`config.mk`:
```
export PLATFORM = sky130hd
export DESIGN_NAME = tsr_bank
export DESIGN_NICKNAME = d
export VERILOG_FILES = /design/src/rtl/tsr_pkg.sv /design/src/rtl/tsr_slice.sv /design/src/rtl/tsr_rdmux.sv /design/src/rtl/tsr_bank.sv
export SDC_FILE = /design/constraint.sdc
export NUM_CORES = 1
export LEC_CHECK = 0
export BUFFER_PORTS_ARGS = -buffer_cell sky130_fd_sc_hd__buf_2
export CAP_MARGIN = 20
export CELL_PAD_IN_SITES_DETAIL_PLACEMENT = 1
export CELL_PAD_IN_SITES_GLOBAL_PLACEMENT = 1
export CORE_MARGIN = 3
export CORE_UTILIZATION = 21
export DETAILED_ROUTE_END_ITERATION = 12
export MAX_ROUTING_LAYER = met4
export PLACE_DENSITY = 0.87
export SETUP_SLACK_MARGIN = 0.05
export SLEW_MARGIN = 40
export SYNTH_ARGS = -nofsm -noshare
export SYNTH_HDL_FRONTEND = slang
export SYNTH_SLANG_ARGS = --single-unit
```
`constraint.sdc`:
```
create_clock -name clk -period 1.2 [get_ports clk]
set_clock_uncertainty 0.15 [all_clocks]
set_input_delay 0.12 -clock clk [delete_from_list [all_inputs] [get_ports clk]]
set_output_delay 0.12 -clock clk [all_outputs]
set_load 0.02 [all_outputs]
```
`src/rtl/tsr_pkg.sv`:
```
package tsr_pkg;

    localparam int REG_W = 64;

    // Bit positions inside the 64-bit word (LSB = 0); software decodes these.
    localparam int POS_ARM  = 31;
    localparam int POS_IRQ  = 30;
    localparam int POS_RKH  = 29;
    localparam int POS_RKL  = 28;
    localparam int POS_DEC  = 27;
    localparam int POS_FIT  = 26;
    localparam int POS_UDEC = 25;

    typedef struct packed {
        logic       arm;
        logic       irq_st;
        logic [1:0] rkind;
        logic       dec;
        logic       fit;
        logic       udec;
    } tsr_flags_t;

    localparam int FLAG_W = $bits(tsr_flags_t);

    typedef struct packed {
        tsr_flags_t flags;
        logic       rst_req;
        logic [1:0] rst_kind;
    } tsr_slice_state_t;

    function automatic logic [REG_W-1:0] flags_to_word(input tsr_flags_t f);
        logic [REG_W-1:0] w;
        w = '0;
        w[POS_ARM]         = f.arm;
        w[POS_IRQ]         = f.irq_st;
        w[POS_RKH:POS_RKL] = f.rkind;
        w[POS_DEC]         = f.dec;
        w[POS_FIT]         = f.fit;
        w[POS_UDEC]        = f.udec;
        return w;
    endfunction

    function automatic tsr_flags_t word_to_flags(input logic [REG_W-1:0] w);
        tsr_flags_t f;
        f.arm    = w[POS_ARM];
        f.irq_st = w[POS_IRQ];
        f.rkind  = w[POS_RKH:POS_RKL];
        f.dec    = w[POS_DEC];
        f.fit    = w[POS_FIT];
        f.udec   = w[POS_UDEC];
        return f;
    endfunction

endpackage

```
`src/rtl/tsr_slice.sv`:
```
module tsr_slice
    import tsr_pkg::*;
(
    input  logic             clk,
    input  logic             rst_n,
    input  logic             ev_dec,
    input  logic             ev_udec,
    input  logic             ev_fit,
    input  logic             ev_wdog,
    input  logic             clr_en,
    input  logic [REG_W-1:0] clr_mask,
    input  logic [1:0]       rst_cfg,
    input  logic             irq_en,
    input  logic             crit_en,
    input  logic             guest_en,
    output tsr_flags_t       flags,
    output logic             irq,
    output logic             rst_req,
    output logic [1:0]       rst_kind
);

    tsr_slice_state_t st_d, st_q;
    tsr_flags_t       set_v, clr_v;
    logic             fire, record;

    always_comb begin
        st_d   = st_q;
        set_v  = '0;
        clr_v  = clr_en ? word_to_flags(clr_mask) : '0;
        fire   = 1'b0;
        record = 1'b0;

        set_v.dec  = ev_dec;
        set_v.fit  = ev_fit;
        set_v.udec = ev_udec;

        // Watchdog escalation: arm -> interrupt status -> reset
        if (ev_wdog) begin
            if (!st_q.flags.arm) begin
                set_v.arm = 1'b1;
            end else if (!st_q.flags.irq_st) begin
                set_v.irq_st = 1'b1;
            end else if (rst_cfg != 2'b00) begin
                fire   = 1'b1;
                record = (st_q.flags.rkind == 2'b00);
            end
        end
        if (record) begin
            set_v.rkind = rst_cfg;
        end

        // Set wins over clear on the same bit
        st_d.flags    = tsr_flags_t'((st_q.flags & ~clr_v) | set_v);
        st_d.rst_req  = fire;
        st_d.rst_kind = fire ? rst_cfg : 2'b00;
    end

    always_ff @(posedge clk) begin
        if (!rst_n) begin
            st_q <= '0;
        end else begin
            st_q <= st_d;
        end
    end

    assign flags    = st_q.flags;
    assign irq      = st_q.flags.irq_st & irq_en & (crit_en | guest_en);
    assign rst_req  = st_q.rst_req;
    assign rst_kind = st_q.rst_kind;

endmodule

```
`src/rtl/tsr_rdmux.sv`:
```
module tsr_rdmux
    import tsr_pkg::*;
#(
    parameter int NT    = 2,
    parameter int TID_W = 1
) (
    input  tsr_flags_t [NT-1:0] flags,
    input  logic [TID_W-1:0]    sel,
    output logic [REG_W-1:0]    data
);

    always_comb begin
        data = '0;
        for (int t = 0; t < NT; t++) begin
            if (sel == TID_W'(t)) begin
                data = flags_to_word(flags[t]);
            end
        end
    end

endmodule

```
`src/rtl/tsr_bank.sv`:
```
module tsr_bank
    import tsr_pkg::*;
#(
    parameter int NT    = 2,
    parameter int TID_W = (NT > 1) ? $clog2(NT) : 1
) (
    input  logic                 clk,
    input  logic                 rst_n,
    input  logic [NT-1:0]        evt_dec,
    input  logic [NT-1:0]        evt_udec,
    input  logic [NT-1:0]        evt_fit,
    input  logic [NT-1:0]        evt_wdog,
    input  logic [TID_W-1:0]     sw_sel,
    input  logic                 sw_wr,
    input  logic [63:0]          sw_clr_mask,
    output logic [63:0]          rd_data,
    input  logic [NT-1:0]        wdog_irq_en,
    input  logic [NT-1:0]        crit_en,
    input  logic [NT-1:0]        guest_en,
    input  logic [NT-1:0][1:0]   wdog_rst_cfg,
    output logic [NT-1:0]        wdog_irq,
    output logic [NT-1:0]        wdog_rst_req,
    output logic [NT-1:0][1:0]   wdog_rst_kind
);

    tsr_flags_t [NT-1:0] thr_st;

    for (genvar t = 0; t < NT; t++) begin : g_thr
        logic clr_here;
        assign clr_here = sw_wr && (sw_sel == TID_W'(t));

        tsr_slice u_slice (
            .clk      (clk),
            .rst_n    (rst_n),
            .ev_dec   (evt_dec[t]),
            .ev_udec  (evt_udec[t]),
            .ev_fit   (evt_fit[t]),
            .ev_wdog  (evt_wdog[t]),
            .clr_en   (clr_here),
            .clr_mask (sw_clr_mask),
            .rst_cfg  (wdog_rst_cfg[t]),
            .irq_en   (wdog_irq_en[t]),
            .crit_en  (crit_en[t]),
            .guest_en (guest_en[t]),
            .flags    (thr_st[t]),
            .irq      (wdog_irq[t]),
            .rst_req  (wdog_rst_req[t]),
            .rst_kind (wdog_rst_kind[t])
        );
    end

    tsr_rdmux #(.NT(NT), .TID_W(TID_W)) u_rdmux (
        .flags (thr_st),
        .sel   (sw_sel),
        .data  (rd_data)
    );

endmodule

```
==> summary.md <==
| Metric | Value |
|---|---|
| Fmax | `0.791 GHz` |
| Syn Area/Cell | `9.11 um2` |
| Die span in x | `85.0 um` |
| Vias in the first global route | `1095` |
| Final Hold Vio Count | `0` |
| RSZ-0062 raised after global routing | `true` |
| Final Critical Period | `1260 ps` |
| Distinct cells, synth | `22` |
| Power Density | `1070 nW/um2` |
| Initial antenna violation count | `0` |
| WS Path Type | `reg -> out` |
| Global Route Usage Sum | `0.0908` |
| Layout area overhead | `31.6%` |
| # setup viols final | `6` |
| # fillers | `721` |
| CP Data Arrival Time | `990 ps` |
| Reg2reg setup slack | `80 ps` |
| Initial Util | `0.219` |
| Commonest non-fill, non-tap cells in the layout | `conb_1, buf_2, dlygate4sd3_1, dfxtp_1` |
| Setup crit start kind | `flop` |
| Placed Cells | `255` |
| Worst-path clk slew | `80 ps` |
| Port-buffer cells | `43` |
| Vias per Instance | `3.72` |
| Gpl congestion | `0.728` |
| Final setup margin | `-64.6 ps` |
| Critical Path Fanout Max | `2` |
| Final TNS setup | `-321 ps` |
| First-pass GRT wire length | `5070 um` |
| Antenna Nets Post-Route | `0` |
| P_leak | `0.921 nW` |
| VDD IR max | `347 uV` |
| Antenna diodes | `0` |
| Critical path cell sequence | `mux2_2 -> buf_6` |
| Initial DRC Count | `27` |
| Layout cells sized above 1 | `0.374` |
| CTS buffer count | `3` |
| Mapped cell area | `1310 um2` |
| Wire length per cell | `11.9 um` |
| Pre-Repair DR Iteration Count | `3` |
| Violated checks | `negative setup slack` |
| Nets@finish | `293` |
| Worst hold slack | `37.4 ps` |
| Overflow left after global routing | `0` |
| Place WS | `21.7 ps` |
| FF/Latch Area | `417 um2` |
| CP Buf/Inv Count | `1` |
| Max_cap viols | `0` |
| Via count | `1044` |
| YS warnings | `0` |
| Flops & latches, synth | `20` |
| Kind of end point of the critical path | `output pin` |
| Die ar. | `7230 um2` |
| Core area | `5990 um2` |
| CP Data Required Time | `930 ps` |
| Clock latency on the worst-skew pair | `260 ps` |
| Number of clock sinks | `20` |
| Number of max-slew violations in the final report | `0` |
| CTS tree | `yes` |
| Row count | `28` |
| Post-Syn Instances | `144` |
| Worst min path class | `in -> reg` |
| H-tree levels | `1` |
| Largest net degree at the start of global routing | `17` |
| Hpwl dp | `2400 um` |
| Period utilisation layout | `1.05` |
| Max Buffers Root-to-Sink | `2` |
| Multi-input logic area | `647 um2` |
| Crit-path max cell delay | `330 ps` |
| CTS Root Cell | `clkbuf_8` |
| Final Non-Filler Cells | `281` |
| Residual DRC count | `0` |
| Critical path's top delay family | `flip-flops` |
| Total wire length | `3340 um` |
| I/O Pins | `158` |
| Most common cell after layout, fill and taps aside | `conb_1` |
| Chip height | `85.0 um` |
| Crit-path slowest cell | `dfxtp_2` |
| Status | `finished, violations left` |
| Register area share after synthesis | `0.305` |
tightest hold or removal path, cell delays in order:
cell and delay [ps]:
buf_2 100, o21ai_0 80, a31oi_1 120
registers in the layout, summed over array words and instances (netlist names):
signal	cells
g_thr.u_slice.rst_req	2
g_thr.u_slice.flags	14
g_thr.u_slice.rst_kind	4
cell type report:
cell class	instances	area share
tap	75	0.0544
timing repair buffer	65	0.275
multi-input combinational	111	0.375
inverter	6	0.0131
sequential	20	0.241
clock inverter	1	0.0174
clock buffer	3	0.0239
cells by family (layout without fill, tap and decap cells):
kind of cell           after synthesis  after routing  synth area share
DFF                                 20             20             0.305
other                                1             57           0.00286
and+or+nand+nor                     20             20             0.104
AOI/OAI and AO/OA                   28             28             0.153
buffers and inverters               69             75             0.384
muxes                                6              6            0.0515
synthesized netlist by cell type (all sizes together):
cell | instances | area [um2]
a32o | 4 | 40.0
buf | 63 | 480
conb | 1 | 3.75
inv | 6 | 22.5
a31oi | 8 | 50.1
o21ai | 8 | 40.0
nand3b | 2 | 15.0
nand2 | 3 | 11.3
mux2 | 6 | 67.6
and2 | 5 | 32.5
a21o | 2 | 15.0
nand3 | 2 | 10.0
nor3b | 4 | 30.0
o211a | 4 | 40.0
nand2b | 1 | 6.26
and2b | 1 | 8.76
dfxtp | 20 | 400
o21a | 2 | 15.0
and4 | 2 | 22.5
worst paths after layout:
kind	from	end	cells past startpoint
setup / recovery	g_thr[0].u_slice.flags[6]$_SDFF_PN0_	rd_data[31]	2
hold / removal	evt_wdog[0]	g_thr[0].u_slice.flags[6]$_SDFF_PN0_	3
setup reg to reg	g_thr[1].u_slice.flags[5]$_SDFF_PN0_	g_thr[1].u_slice.flags[3]$_SDFF_PN0_	3
hold reg to reg	g_thr[0].u_slice.flags[0]$_SDFF_PN0_	g_thr[0].u_slice.flags[0]$_SDFF_PN0_	2
per-stage QoR:
| step | power [W] | utilization | area, um2 |
|---|---|---|---|
| CTS | 0.00187 | 0.286 | 1710 |
| finish | 0.00185 | 0.288 | 1730 |
| detailed placement | 0.00108 | 0.225 | 1350 |
| floorplan | 0.00113 | - | 1520 |
| global route | 0.00194 | 0.288 | 1730 |
| global placement | 0.00107 | 0.225 | 1350 |
where the power goes:
part | switching (W) | internal (W) | total, W
logic | 0.000290 | 0.000162 | 0.000452
clock network | 0.000245 | 0.000446 | 0.000691
registers | 0.0000172 | 0.000692 | 0.000709
total | 0.000553 | 0.00130 | 0.00185
timing repair:
| item | in CTS | in global routing |
|---|---|---|
| resized for setup | 34 | 2 |
| gates cloned | 0 | 0 |
| hold endpoints to repair | 14 | 0 |
| endpoints found under the setup margin | 9 | 12 |
| setup buffers | 8 | 1 |
| pin swaps | 3 | 5 |
| hold buffers | 14 | 0 |
per-layer routing:
metal | global-route usage | wire (um)
met1 | 0.0922 | 1170
met4 | 0.0317 | 54
met2 | 0.169 | 1840
met5 | - | 0
met3 | 0.0204 | 271
Note: power is estimated with default switching activity, not from simulation.
